===== src/rtl/fcu_pkg.sv =====
package fcu_pkg;
  localparam int MANT_W = 53;
  localparam int EXP_W  = 13;
  localparam int OUT_W  = 64;
  localparam int NAR_W  = 32;

  typedef enum logic [1:0] {
    FMT_SGL = 2'b00,
    FMT_DBL = 2'b01,
    FMT_RSV = 2'b10,
    FMT_HLF = 2'b11
  } fmt_e;

  typedef struct packed {
    logic              sign;
    logic              nan;
    logic              inf;
    logic              zero;
    logic              tiny;
    logic [EXP_W-1:0]  exp;   // unbiased, two's complement
    logic [MANT_W-1:0] mant;  // hidden bit at MSB
  } unp_t;

  typedef struct packed {
    logic [OUT_W:0] mag;      // rounded magnitude, one carry bit
    logic           inexact;
    logic           huge;     // exponent beyond integer window
  } rnd_t;
endpackage


===== src/rtl/fcu_field.sv =====
module fcu_field
  import fcu_pkg::*;
#(
  parameter int EW = 8,
  parameter int FW = 23
) (
  input  logic [EW+FW:0] bits_i,
  output unp_t           unp_o
);
  localparam int BIAS = (1 << (EW - 1)) - 1;

  logic [EW-1:0] exp_f;
  logic [FW-1:0] frac;
  logic          all1, all0, frac_nz;

  assign exp_f   = bits_i[FW +: EW];
  assign frac    = bits_i[FW-1:0];
  assign all1    = &exp_f;
  assign all0    = ~|exp_f;
  assign frac_nz = |frac;

  always_comb begin
    unp_o      = '0;
    unp_o.sign = bits_i[EW+FW];
    unp_o.nan  = all1 & frac_nz;
    unp_o.inf  = all1 & ~frac_nz;
    unp_o.zero = all0 & ~frac_nz;
    unp_o.tiny = all0 & frac_nz;
    unp_o.exp  = EXP_W'(exp_f) - EXP_W'(BIAS);
    unp_o.mant = MANT_W'({1'b1, frac}) << (MANT_W - 1 - FW);
  end
endmodule


===== src/rtl/fcu_unpack.sv =====
module fcu_unpack
  import fcu_pkg::*;
(
  input  logic [1:0]       fmt_i,
  input  logic [OUT_W-1:0] operand_i,
  output unp_t             unp_o
);
  localparam int NF = 3;
  localparam int EWS [NF] = '{5, 8, 11};
  localparam int FWS [NF] = '{10, 23, 52};

  unp_t u [NF];

  for (genvar g = 0; g < NF; g++) begin : g_fmt
    fcu_field #(.EW(EWS[g]), .FW(FWS[g])) u_field (
      .bits_i (operand_i[EWS[g]+FWS[g]:0]),
      .unp_o  (u[g])
    );
  end

  always_comb begin
    unique case (fmt_e'(fmt_i))
      FMT_HLF: unp_o = u[0];
      FMT_SGL: unp_o = u[1];
      FMT_DBL: unp_o = u[2];
      default: begin
        unp_o     = '0;
        unp_o.nan = 1'b1;  // reserved code reported as invalid
      end
    endcase
  end
endmodule


===== src/rtl/fcu_round.sv =====
module fcu_round
  import fcu_pkg::*;
(
  input  unp_t unp_i,
  output rnd_t rnd_o
);
  localparam int FX_W = 2 * OUT_W;
  localparam int SH_W = $clog2(FX_W);
  localparam int OFFS = OUT_W - (MANT_W - 1);

  logic signed [EXP_W-1:0] e;
  logic [SH_W-1:0]         sh;
  logic [FX_W-1:0]         fx;
  logic [OUT_W-1:0]        intp;
  logic                    guard, sticky, up;

  assign e      = unp_i.exp;
  assign sh     = SH_W'(int'(e) + OFFS);
  assign fx     = FX_W'(unp_i.mant) << sh;
  assign intp   = fx[FX_W-1:OUT_W];
  assign guard  = fx[OUT_W-1];
  assign sticky = |fx[OUT_W-2:0];
  assign up     = guard & (sticky | intp[0]);

  always_comb begin
    rnd_o = '0;
    if (unp_i.zero || unp_i.nan || unp_i.inf) begin
      rnd_o = '0;
    end else if (unp_i.tiny || int'(e) < -1) begin
      rnd_o.inexact = 1'b1;  // below one half
    end else if (int'(e) > OUT_W - 1) begin
      rnd_o.huge = 1'b1;
    end else begin
      rnd_o.mag     = {1'b0, intp} + (OUT_W+1)'(up);
      rnd_o.inexact = guard | sticky;
    end
  end
endmodule


===== src/rtl/fcu_range.sv =====
module fcu_range
  import fcu_pkg::*;
(
  input  unp_t             unp_i,
  input  rnd_t             rnd_i,
  input  logic             wide_i,
  output logic [OUT_W-1:0] result_o,
  output logic             invalid_o,
  output logic             inexact_o
);
  logic             lim_hit, over, mag_nz;
  logic [OUT_W-1:0] sat;

  assign lim_hit = wide_i ? rnd_i.mag[OUT_W] : |rnd_i.mag[OUT_W:NAR_W];
  assign over    = rnd_i.huge | unp_i.inf | lim_hit;
  assign mag_nz  = |rnd_i.mag;
  assign sat     = wide_i ? '1 : OUT_W'({NAR_W{1'b1}});

  always_comb begin
    result_o  = '0;
    invalid_o = 1'b0;
    inexact_o = 1'b0;
    if (unp_i.nan) begin
      invalid_o = 1'b1;
    end else if (unp_i.sign) begin
      if (over || mag_nz) invalid_o = 1'b1;
      else                inexact_o = rnd_i.inexact;
    end else if (over) begin
      invalid_o = 1'b1;
      result_o  = sat;
    end else begin
      result_o  = wide_i ? rnd_i.mag[OUT_W-1:0] : OUT_W'(rnd_i.mag[NAR_W-1:0]);
      inexact_o = rnd_i.inexact;
    end
  end
endmodule


===== src/rtl/fp2uint_cvt.sv =====
module fp2uint_cvt
  import fcu_pkg::*;
#(
  parameter bit REG_OUT = 1'b1
) (
  input  logic        clk_i,
  input  logic        rst_ni,
  input  logic        in_valid_i,
  input  logic [1:0]  fmt_i,
  input  logic        wide_i,
  input  logic [63:0] operand_i,
  output logic        out_valid_o,
  output logic [63:0] result_o,
  output logic        invalid_o,
  output logic        inexact_o
);
  unp_t             unp;
  rnd_t             rnd;
  logic [OUT_W-1:0] c_res;
  logic             c_inv, c_inx;

  fcu_unpack u_unpack (
    .fmt_i     (fmt_i),
    .operand_i (operand_i),
    .unp_o     (unp)
  );

  fcu_round u_round (
    .unp_i (unp),
    .rnd_o (rnd)
  );

  fcu_range u_range (
    .unp_i     (unp),
    .rnd_i     (rnd),
    .wide_i    (wide_i),
    .result_o  (c_res),
    .invalid_o (c_inv),
    .inexact_o (c_inx)
  );

  if (REG_OUT) begin : g_reg
    logic             vld_q, inv_q, inx_q;
    logic [OUT_W-1:0] res_q;

    always_ff @(posedge clk_i or negedge rst_ni) begin
      if (!rst_ni) begin
        vld_q <= 1'b0;
        res_q <= '0;
        inv_q <= 1'b0;
        inx_q <= 1'b0;
      end else begin
        vld_q <= in_valid_i;
        if (in_valid_i) begin
          res_q <= c_res;
          inv_q <= c_inv;
          inx_q <= c_inx;
        end
      end
    end

    assign out_valid_o = vld_q;
    assign result_o    = res_q;
    assign invalid_o   = inv_q;
    assign inexact_o   = inx_q;

    assert_valid_lag_R10: assert property (@(posedge clk_i) disable iff (!rst_ni)
      1'b1 |=> out_valid_o == $past(in_valid_i));
    assert_hold_R10: assert property (@(posedge clk_i) disable iff (!rst_ni)
      !in_valid_i |=> $stable(result_o) && $stable(invalid_o) && $stable(inexact_o));
  end else begin : g_comb
    assign out_valid_o = in_valid_i;
    assign result_o    = c_res;
    assign invalid_o   = c_inv;
    assign inexact_o   = c_inx;
  end

  assert_flag_excl_R8: assert property (@(posedge clk_i) disable iff (!rst_ni)
    in_valid_i |-> !(c_inv && c_inx));
  assert_nan_zero_R4: assert property (@(posedge clk_i) disable iff (!rst_ni)
    in_valid_i && unp.nan |-> c_inv && c_res == '0);
  assert_narrow_ext_R2: assert property (@(posedge clk_i) disable iff (!rst_ni)
    in_valid_i && !wide_i |-> c_res[OUT_W-1:NAR_W] == '0);
  assert_neg_zero_R6: assert property (@(posedge clk_i) disable iff (!rst_ni)
    in_valid_i && unp.sign |-> c_res == '0);
endmodule


===== config.mk =====
export PLATFORM = sky130hd
export DESIGN_NAME = fp2uint_cvt
export DESIGN_NICKNAME = d
export VERILOG_FILES = /design/src/rtl/fcu_pkg.sv /design/src/rtl/fcu_field.sv /design/src/rtl/fcu_unpack.sv /design/src/rtl/fcu_round.sv /design/src/rtl/fcu_range.sv /design/src/rtl/fp2uint_cvt.sv
export SDC_FILE = /design/constraint.sdc
export NUM_CORES = 1
export LEC_CHECK = 0
export ABC_CLOCK_PERIOD_IN_PS = 1000
export BUFFER_PORTS_ARGS = -buffer_cell sky130_fd_sc_hd__buf_2
export CAP_MARGIN = 20
export CORE_MARGIN = 2
export CORE_UTILIZATION = 41
export CTS_CLUSTER_DIAMETER = 100
export CTS_CLUSTER_SIZE = 8
export DETAILED_ROUTE_END_ITERATION = 10
export PLACE_DENSITY = 0.59
export SYNTH_ARGS = -nofsm -noshare
export SYNTH_HDL_FRONTEND = slang
export SYNTH_HIERARCHICAL = 1
export SYNTH_SLANG_ARGS = --single-unit

===== constraint.sdc =====
create_clock -name clk_i -period 1 [get_ports clk_i]
set_clock_uncertainty 0.15 [all_clocks]
set_input_delay 0.1 -clock clk_i [delete_from_list [all_inputs] [get_ports clk_i]]
set_output_delay 0.1 -clock clk_i [all_outputs]
set_load 0.02 [all_outputs]

==> impl_metrics.ini <==
[status]
status = finished, violations left
violations = negative setup slack

[floorplanning]
initial_core_util_pct = 41.9
pin_count = 137
core-area_sq_mm = 0.0378
die_h_um = 201
dieArea_sq_mm = 0.0402
rows = 71
die_width_um = 201

[sta]
rsz0062_at_grt = true
setup_viol_count_final = 133
timing.final.ws_setup_ps = -5140
fmax_ghz = 0.163
hold_violations = 0
fin_crit_ps = 6140
slew_headroom_pct = 44.7
slew_violations = 0
setup_tns_ps = -299220
tightest_slew_ps = 821
fin_crit_sh_pct = 614

[synth]
syn_inst = 1823
synth.yosys.seq_area_share_pct = 10.6
synth_top_area_share_pct = 10.6
syn_area_sq_mm = 0.0158
async_reset_ff_share_pct = 100
synth_largest_area_cell = dfrtp_1
yosysMostFrequentCell = buf_4
ys_warn_count = 6
avgSynthCellArea_sq_um = 8.69
synthTopCellsByArea = dfrtp_1 11%, mux2i_1 9.2%, buf_4 8.8%, mux4_2 8.2%, o2bb2ai_2 6.5%
synthTopCellsByCount = 186 x buf_4, 182 x nor2_1, 145 x mux2i_1
synth-edff-count = 0
post_synth_num_cell_types = 105
ys.flop_type = dfrtp_1
ys_seq_elements = 67

[place]
dp.final_hpwl_um = 66300
placed_cell_area_sq_mm = 0.0216
portBuffers = 136
dpl.cell_count = 2983
place.gp.congestion = 1.07

[setup_path]
worst_r2r_path_depth = 2
crit_family = simple AND/OR/NAND/NOR gates
arrival_ps = 6200
r2r-end = result_o[45]$_DFFE_PN0P_
crit_required_ps = 1060
reg2reg_from = result_o[45]$_DFFE_PN0P_
crit_buf_inv = 8
slowest_stage = mux4_2
start_kind = input pin
worstSetupStartpoint = operand_i[52]
crit_cells = 27
end_kind = register
r2r_slack_ps = -170
max_stage_delay_ps = 600
endpoint = result_o[17]$_DFFE_PN0P_
path_class = in2reg
critical_path_peak_fanout = 7
crit_top_cell = buf_12

[global_route]
grt_overflow = 0
first_global_vias = 18900
grt.total_usage_pct = 39.5
grt_pass1_wl_um = 120000
grt_max_degree = 68
antenna_found_initial = 0

[final_layout]
area_growth_pct = 56.2
drive_gt1_share_pct = 56.9
final_util_pct = 65.4
fin_cells = 3130
postLayoutCellArea_sq_mm = 0.0247
num_antenna_cells = 0
final_nets = 2694

[hold_path]
hp-start = in_valid_i
hold_class = in2reg
hold_depth = 2

[detailed_routing]
drt-initial-drc-count = 1990
vias_per_cell = 6.11
wire_per_inst_um = 27.0
num_vias = 19100
drc_errors = 0
ant_nets = 0
drt-pass1-iter-count = 6
wl_um = 84600

[clocking]
path_clk_slew_ps = 50
insertion_delay_ps = 330
cts_buffer_depth = 2
numCtsBuffers = 9
htree_levels = 3
root_buffer = clkbuf_16
clock-sinks = 67
cts_tree = built

[run]
cap_violations = 0

[power_and_ir_drop]
irDropWorstVdd_mv = 1.11
p_per_area_mw_per_mm2 = 1610
p_total_mw = 39.8
leakage_nw = 11.2
[registers in the layout, summed over array words and instances, names as in the netlist]
register,cells
inexact_o,1
invalid_o,1
out_valid_o,1
result_o,64
[per-stage QoR]
step | hold slack, ps | setup slack (ps)
floorplan | -346 | -5330
detailed placement | -5.32 | -6160
CTS | 26.2 | -4950
global route | 45.6 | -5240
global placement | -9.59 | -6140
finish | 31.7 | -5140
[area by class of cell]
class | count | area, sq um
Clock buffer | 9 | 225
Clock inverter | 7 | 100
Fill cell | 3101 | 13100
Inverter | 22 | 110
Multi-Input combinational cell | 1485 | 13400
Sequential cell | 67 | 1680
Tap cell | 511 | 639
Timing Repair Buffer | 1028 | 8570
Timing Repair inverter | 1 | 8.76
[timing repair]
item / 4_1_cts / 5_1_grt
endpoints found under the hold margin: 67 / 0
gates cloned: 5 / 3
pin swaps: 48 / 29
gates resized for setup: 216 / 196
setup endpoints to repair: 133 / 133
hold buffers: 1 / 0
buffers inserted: 55 / 74
[per-layer routing]
layer / vias to the layer above / track usage (%) / share of wire, %
li1: 8310 / - / -
met1: 9324 / 48.0 / 38
met2: 1140 / 65.3 / 46
met3: 338 / 6.69 / 8.5
met4: 0 / 24.3 / 7.9
met5: - / 0 / 0
[cell families (layout without fill, tap and decap cells)]
family	Yosys count	after routing	share of synthesized area, %
simple gates	564	564	19.0
buf+inv	340	1067	15.1
other cells	6	75	0.142
mux	323	323	27.7
fa+ha+maj	10	10	0.790
xor+xnor	65	65	3.59
compound gates	448	448	23.2
flops	67	67	10.6
[worst min path at each step]
| stage | to |
|---|---|
| final | result_o[16]$_DFFE_PN0P_ |
| after global routing | result_o[16]$_DFFE_PN0P_ |
| after CTS | result_o[16]$_DFFE_PN0P_ |
| after detailed placement | result_o[43]$_DFFE_PN0P_ |
| after global placement | result_o[48]$_DFFE_PN0P_ |
| after floorplan | inexact_o$_DFFE_PN0P_ |
[report_power, final]
group,switching [mW],internal (mW)
clock,1.34,2.20
sequential,0.346,3.11
combinational,17.3,15.5
total,18.9,20.8
[worst register-to-register path, stage by stage, from the launching register on]
cell,delay [ps]
dfrtp_1,440
buf_4,160
mux2_4,300
[cells in the final DEF (no fill, tap or decap), types with 9 or more instances in the layout]
cell / n
buf_4: 808
nor2_1: 165
mux2i_1: 119
buf_6: 111
nand2_1: 96
conb_1: 75
mux2_4: 72
dfrtp_1: 67
o2bb2ai_2: 64
a21oi_1: 63
buf_2: 62
mux4_2: 62
nor4_1: 44
o21ai_0: 39
o21a_1: 38
mux2_2: 35
buf_12: 35
nor3_1: 35
xnor2_1: 34
nand3_1: 29
o22ai_1: 26
nand4_1: 25
inv_1: 18
mux2i_2: 18
xor2_1: 18
and3_1: 16
a31oi_1: 16
nor2_2: 15
a22o_1: 12
a22oi_1: 12
clkbuf_16: 11
o211ai_1: 11
nor3_2: 11
nand2b_1: 9
Power figures use the tool's default switching activity.
